## config.mk

```make
export PLATFORM = sky130hd
export DESIGN_NAME = trace_serializer
export DESIGN_NICKNAME = d
export VERILOG_FILES = /design/src/rtl/trace_pkg.sv /design/src/rtl/trace_ctrl.sv /design/src/rtl/trace_datapath.sv /design/src/rtl/trace_serializer.sv
export SDC_FILE = /design/constraint.sdc
export NUM_CORES = 1
export LEC_CHECK = 0
export BUFFER_PORTS_ARGS = -buffer_cell sky130_fd_sc_hd__buf_2
export CAP_MARGIN = 20
export CORE_MARGIN = 2
export CORE_UTILIZATION = 24
export CTS_BUF_LIST = sky130_fd_sc_hd__clkbuf_4 sky130_fd_sc_hd__clkbuf_8
export DETAILED_ROUTE_END_ITERATION = 10
export GPL_TIMING_DRIVEN = 0
export SYNTH_ARGS = -nofsm -noshare
export SYNTH_HDL_FRONTEND = slang
export SYNTH_HIERARCHICAL = 1
export SYNTH_SLANG_ARGS = --single-unit
```

## constraint.sdc

```tcl
create_clock -name clk -period 4.8 [get_ports clk]
set_input_delay 0.24 -clock clk [delete_from_list [all_inputs] [get_ports clk]]
set_output_delay 0.24 -clock clk [all_outputs]
set_load 0.02 [all_outputs]
```

## src/rtl/trace_pkg.sv

```systemverilog
package trace_pkg;
  localparam int NIB_W     = 4;
  localparam int ADDR_W    = 32;
  localparam int MAX_GROUP = ADDR_W / NIB_W + 1;
  localparam int LEN_W     = $clog2(MAX_GROUP + 1);

  typedef enum logic [1:0] {
    SZ_2B = 2'd0,
    SZ_3B = 2'd1,
    SZ_4B = 2'd2
  } size_e;

  localparam logic [NIB_W-1:0] PST_IDLE   = 4'h0;
  localparam logic [NIB_W-1:0] PST_PLAIN  = 4'h1;
  localparam logic [NIB_W-1:0] PST_BRANCH = 4'h5;

  typedef struct packed {
    logic             push;
    logic [LEN_W-1:0] len;
    logic [NIB_W-1:0] marker;
  } trace_strobe_t;
endpackage

```

## src/rtl/trace_ctrl.sv

```systemverilog
module trace_ctrl
  import trace_pkg::*;
#(
  parameter int DEPTH = 16,
  localparam int LVL_W = $clog2(DEPTH + 1)
) (
  input  logic             clk,
  input  logic             rst,
  input  logic             instValid,
  input  logic             isBranch,
  input  logic             cfgWrite,
  input  logic [1:0]       cfgSize,
  input  logic [LVL_W-1:0] level,
  output logic             stall,
  output logic [NIB_W-1:0] pst,
  output trace_strobe_t    stb
);
  size_e            sizeReg;
  logic [LEN_W-1:0] grpLen;
  logic [NIB_W-1:0] grpMarker;
  logic [LVL_W:0]   need;
  logic             room;

  // group length and marker follow from the size setting
  always_comb begin
    case (sizeReg)
      SZ_3B:   begin grpLen = LEN_W'(7); grpMarker = 4'hA; end
      SZ_4B:   begin grpLen = LEN_W'(9); grpMarker = 4'hB; end
      default: begin grpLen = LEN_W'(5); grpMarker = 4'h9; end
    endcase
  end

  // room is judged on the level before this cycle's drain
  assign need  = {1'b0, level} + (LVL_W + 1)'(grpLen);
  assign room  = need <= (LVL_W + 1)'(DEPTH);
  assign stall = instValid & isBranch & ~room;

  assign stb.push   = instValid & isBranch & room;
  assign stb.len    = grpLen;
  assign stb.marker = grpMarker;

  always_ff @(posedge clk) begin
    if (rst) begin
      sizeReg <= SZ_2B;
      pst     <= PST_IDLE;
    end else begin
      if (cfgWrite && cfgSize != 2'd3) sizeReg <= size_e'(cfgSize);
      if (!instValid)    pst <= PST_IDLE;
      else if (!isBranch) pst <= PST_PLAIN;
      else if (room)      pst <= PST_BRANCH;
      else                pst <= PST_IDLE;
    end
  end
endmodule

```

## src/rtl/trace_datapath.sv

```systemverilog
module trace_datapath
  import trace_pkg::*;
#(
  parameter int DEPTH = 16,
  localparam int PTR_W = $clog2(DEPTH),
  localparam int LVL_W = $clog2(DEPTH + 1)
) (
  input  logic              clk,
  input  logic              rst,
  input  trace_strobe_t     stb,
  input  logic [ADDR_W-1:0] target,
  output logic [LVL_W-1:0]  level,
  output logic [NIB_W-1:0]  ddata
);
  logic [NIB_W-1:0] mem [DEPTH];
  logic [PTR_W-1:0] wrPtr, rdPtr;
  logic [NIB_W-1:0] grp [MAX_GROUP];
  logic             pop;
  logic [LVL_W-1:0] addLen;

  // marker first, then address nibbles from the lowest up
  always_comb begin
    grp[0] = stb.marker;
    for (int i = 1; i < MAX_GROUP; i++) grp[i] = target[NIB_W*(i-1) +: NIB_W];
  end

  assign pop    = level != '0;
  assign addLen = stb.push ? LVL_W'(stb.len) : '0;

  always_ff @(posedge clk) begin
    if (stb.push) begin
      for (int i = 0; i < MAX_GROUP; i++) begin
        if (LEN_W'(i) < stb.len) mem[PTR_W'(wrPtr + PTR_W'(i))] <= grp[i];
      end
    end
  end

  always_ff @(posedge clk) begin
    if (rst) begin
      wrPtr <= '0;
      rdPtr <= '0;
      level <= '0;
      ddata <= '0;
    end else begin
      ddata <= pop ? mem[rdPtr] : '0;
      if (pop) rdPtr <= rdPtr + PTR_W'(1);
      if (stb.push) wrPtr <= wrPtr + PTR_W'(stb.len);
      level <= level + addLen - (pop ? LVL_W'(1) : LVL_W'(0));
    end
  end
endmodule

```

## src/rtl/trace_serializer.sv

```systemverilog
module trace_serializer
  import trace_pkg::*;
#(
  parameter int DEPTH = 16
) (
  input  logic        clk,
  input  logic        rst,
  input  logic        instValid,
  input  logic        isBranch,
  input  logic [31:0] target,
  input  logic        cfgWrite,
  input  logic [1:0]  cfgSize,
  output logic        stall,
  output logic [3:0]  pst,
  output logic [3:0]  ddata
);
  localparam int LVL_W = $clog2(DEPTH + 1);

  trace_strobe_t    stb;
  logic [LVL_W-1:0] level;

  trace_ctrl #(.DEPTH(DEPTH)) u_ctrl (
    .clk(clk), .rst(rst), .instValid(instValid), .isBranch(isBranch),
    .cfgWrite(cfgWrite), .cfgSize(cfgSize), .level(level),
    .stall(stall), .pst(pst), .stb(stb)
  );

  trace_datapath #(.DEPTH(DEPTH)) u_dp (
    .clk(clk), .rst(rst), .stb(stb), .target(target),
    .level(level), .ddata(ddata)
  );
endmodule

```

==> Flow_metrics.wiki <==
{| class="wikitable"
! Metric !! Value
|-
| Number of core rows || 75
|-
| Via-to-Cell Ratio || around 6.6
|-
| Clock-pin transition on the worst setup and hold timing paths || around 0.090 ns
|-
| Proportion of synthesized chip area in sequential cells || 23.2%
|-
| Combined area of all synthesized cells || 0.0101 mm2
|-
| Worst skew pair latency || 0.45 ns
|-
| Non-filler cells in the finished layout || approximately 1,900
|-
| Maximum number of pins on one net before global-route repair || 16
|-
| Fraction of post-synthesis cell area in the top cell type by area || around a fifth
|-
| Main synth FF type || sky130_fd_sc_hd__edfxtp_1
|-
| First element of the critical path || u_ctrl/sizeReg[0]$_SDFFE_PP0P_
|-
| Required arrival time at the worst endpoint || about 5 ns
|-
| Critical Path, Cell by Cell || inv_1, ha_1, ha_1, a21o_1, a311o_1, a41o_2, nor2_1, buf_2, and3_1, clkbuf_2, nand2_1, nor2_4, mux2i_2, a2111oi_2, buf_2, a211o_1
|-
| Final worst-path cycle share || between 90% and 100%
|-
| Die area || ~0.044 mm2
|-
| Count of final hold-check violations || 0
|-
| Dpl hpwl || approximately 51,000 um
|-
| Setup slack after placement || -0.549 ns
|-
| Async SR Flop Fraction || 0%
|-
| Biggest area consumer among synthesized cells || sky130_fd_sc_hd__edfxtp_1
|-
| Routed WL per cell || 34.2 um
|-
| EDFF count, synth || 64
|-
| Static leakage || ~0.0039 uW
|-
| Clock tree from TritonCTS || yes
|-
| CTS Buffer Depth || 2
|-
| Initial antenna violation count || 1
|-
| Start point of the worst hold path || instValid
|-
| GRT overflow || 0
|-
| Delay of the slowest cell on the worst path || between 0.4 and 0.5 ns
|-
| Placeable core region || approximately 0.042 mm2
|-
| WP data arrival || 4.91 ns
|-
| Total power of the final layout || approximately 3800 uW
|-
| Number of setup violations in the final report || 0
|-
| Routed vias || 12,603
|-
| Number of pins with negative max-slew slack in the final report || 0
|-
| Commonest non-fill, non-tap cells in the layout || sky130_fd_sc_hd__nor2_1, sky130_fd_sc_hd__nand2_1, sky130_fd_sc_hd__buf_2, sky130_fd_sc_hd__a21oi_1, sky130_fd_sc_hd__edfxtp_1
|-
| Total CTS buffers || 9
|-
| Number of distinct library cells after synthesis || 94
|-
| Number of storage elements in the synthesis netlist || 85
|-
| Path class of the lowest-slack min-delay path || input port to flop
|-
| Residual antenna-violating net count after detailed routing || 0
|-
| Upper clock frequency limit || around 0.21 GHz
|-
| First-pass GRT wire length || 90,100 um
|-
| Layer carrying the most global-route usage || met2
|-
| Clock tree root buffer cell || sky130_fd_sc_hd__clkbuf_8
|-
| Hold Worst Slack || about 0.054 ns
|-
| Clock Sink Count || 85
|-
| Final cell utilization of the core || 27.9%
|-
| Mean post-synth cell area || between 7 and 8 um2
|-
| Worst reg2reg path startpoint || u_ctrl/sizeReg[0]$_SDFFE_PP0P_
|-
| Power per cell area || between 300 and 400 mW/mm2
|-
| Critical path endpoint category || flop
|-
| Peak supply drop || around 200 uV
|-
| Startpoint class of the critical path || flop
|-
| Worst slew margin relative to its limit || 15.4%
|-
| Status || finished clean
|-
| YS warnings || 6
|-
| CP max FO || 10
|-
| All-Layer GR Usage || 29.2%
|-
| Number of buffer cells added on primary ports || 34
|-
| Category of the critical setup timing path || flop to flop
|-
| Most area-consuming cells after synthesis || sky130_fd_sc_hd__edfxtp_1, sky130_fd_sc_hd__nor2_1, sky130_fd_sc_hd__nand2_1
|-
| Worst Clk Skew || ~0.018 ns
|-
| Initial Utilization || between 20% and 30%
|-
| Setup slack after layout || 0.0808 ns
|-
| DRC violation count after routing || 0
|-
| Slew at the pin closest to its max-slew limit || between 1 and 1.5 ns
|-
| Shortest period the worst path allows || around 4.7 ns
|-
| H-tree Lvls || 3
|-
| Die W || around 210 um
|-
| Most common cell after layout, fill and taps aside || sky130_fd_sc_hd__nor2_1
|-
| WL final || about 65,000 um
|-
| Number of global-route vias before repair || around 12,000
|-
| Drt pass-1 iters || 9
|-
| Count of routing violations after the opening detailed-route iteration || ~2,200
|-
| Cell count after synthesis || between 1,000 and 1,500
|-
| Area grow syn2layout || 15.6%
|-
| Global placement routability congestion || about 1.0
|-
| I/O pin total || between 40 and 50
|-
| Number of maximum-capacitance constraint violations || 0
|-
| Number of instances in the placed design || roughly 1,900
|-
| GR Util met2 || 43.6%
|-
| Die Y-Extent || around 210 um
|-
| Final-stage net count || ~1,400
|-
| Slowest stage cell, crit path || sky130_fd_sc_hd__mux2i_2
|-
| Met3 track demand over resource in global routing || slightly above 7%
|-
| Global-route met1 utilization || 38.7%
|-
| Share of cells above drive strength 1 || about 17%
|}
[metal layers]
layer,up-vias,part of all wire [%]
li1,5158,-
met1,6087,39
met2,1113,42
met3,243,12
met4,2,6.5
met5,-,0.020
[logic make-up after synthesis]
group	count (synthesis)	share of synthesized area, %
XOR/XNOR	21	2.12
multiplexers	58	8.24
adder cells (fa/ha/maj)	26	3.37
flip-flops	85	23.2
AO/OA/AOI/OAI	438	31.7
buffers and inverters	154	6.62
other	2	0.0745
AND/OR/NAND/NOR	499	24.6
[repair_timing]
| action | 4_1_cts | 5_1_grt |
|---|---|---|
| hold buffers | 2 | 0 |
| gates resized for setup | 27 | 44 |
| pin swaps | 0 | 4 |
| buffers inserted | 0 | 10 |
| endpoints found under the setup margin | 61 | 114 |
| gates cloned | 0 | 0 |
| endpoints found under the hold margin | 2 | 0 |
[final timing paths]
| path | end | slack (ns) | cells after the start |
|---|---|---|---|
| worst max-delay path | u_dp/mem[0][1]$_DFFE_PP_ | 0.08 | 16 |
| worst min-delay path | u_ctrl/pst[0]$_SDFF_PP0_ | 0.05 | 3 |
| worst max register to register | u_dp/mem[0][1]$_DFFE_PP_ | 0.08 | 16 |
| worst min register to register | u_ctrl/sizeReg[1]$_SDFFE_PP0P_ | 0.52 | 2 |
[layout make-up]
cell class | instances | area (um2)
Buffer | 117 | 541
Sequential cell | 85 | 2340
Multi-Input combinational cell | 1047 | 7400
Clock inverter | 7 | 96.3
Clock buffer | 9 | 124
Antenna cell | 1 | 2.50
Timing Repair Buffer | 59 | 355
Fill cell | 4574 | 30100
Tap cell | 539 | 674
Inverter | 34 | 128
[state kept, by name, summed over array words and instances (netlist names)]
| signal | cells |
|---|---|
| u_dp/mem | 64 |
| u_dp/level | 5 |
| u_dp/ddata | 4 |
| u_dp/rdPtr | 4 |
| u_dp/wrPtr | 4 |
| u_ctrl/pst | 2 |
| u_ctrl/sizeReg | 2 |
[critical path: cells and delay by family (launching register included)]
kind	cells	cell delay, ns
adders and majority gates	2	0.61
and+or+nand+nor	4	0.90
muxes	1	0.42
buffers and inverters	4	0.86
AOI/OAI and AO/OA	5	1.29
DFF	1	0.39
[cells in the mapped netlist, types with 8 or more instances]
cell                        count
sky130_fd_sc_hd__o21ai_0       54
sky130_fd_sc_hd__nand4_1       23
sky130_fd_sc_hd__mux2i_1       38
sky130_fd_sc_hd__nand2_1      122
sky130_fd_sc_hd__and2_1         8
sky130_fd_sc_hd__o211ai_1      25
sky130_fd_sc_hd__a21o_1         8
sky130_fd_sc_hd__o221ai_1      20
sky130_fd_sc_hd__a22oi_1       19
sky130_fd_sc_hd__xor2_1        10
sky130_fd_sc_hd__and3_1        21
sky130_fd_sc_hd__edfxtp_1      64
sky130_fd_sc_hd__or3_1         11
sky130_fd_sc_hd__o22ai_1       41
sky130_fd_sc_hd__nor2_1       149
sky130_fd_sc_hd__or2_2          8
sky130_fd_sc_hd__nand2b_1      11
sky130_fd_sc_hd__o32a_1         9
sky130_fd_sc_hd__buf_2         33
sky130_fd_sc_hd__a221o_1       11
sky130_fd_sc_hd__a32oi_1       16
sky130_fd_sc_hd__mux4_2        20
sky130_fd_sc_hd__nor2b_1        9
sky130_fd_sc_hd__ha_1          24
sky130_fd_sc_hd__nor4_1        15
sky130_fd_sc_hd__dfxtp_1       21
sky130_fd_sc_hd__nor3_1        52
sky130_fd_sc_hd__a2111oi_0     12
sky130_fd_sc_hd__a21oi_1       67
sky130_fd_sc_hd__inv_1         32
sky130_fd_sc_hd__a211oi_1      33
sky130_fd_sc_hd__a31oi_1       14
sky130_fd_sc_hd__nand3_1       32
sky130_fd_sc_hd__a221oi_1      20
sky130_fd_sc_hd__clkbuf_1      63
sky130_fd_sc_hd__a211o_1       13
sky130_fd_sc_hd__buf_1         14
[stage by stage]
stage          TNS, ns  area, um2
2_1_floorplan        0      10100
3_3_place_gp    -15.59      10900
3_5_place_dp    -10.15      11000
4_1_cts        -0.0117      11400
5_1_grt        -0.0579      11700
6_report             0      11700
[power breakdown]
part | total (uW) | leakage [uW] | switching [uW] | internal (uW)
registers | 986 | 0.000746 | 66.2 | 920
clock network | 601 | 0.000114 | 307 | 295
logic | 2190 | 0.00301 | 1540 | 654
total | 3780 | 0.00387 | 1910 | 1870
No activity file was read; power rests on OpenSTA's default activity.
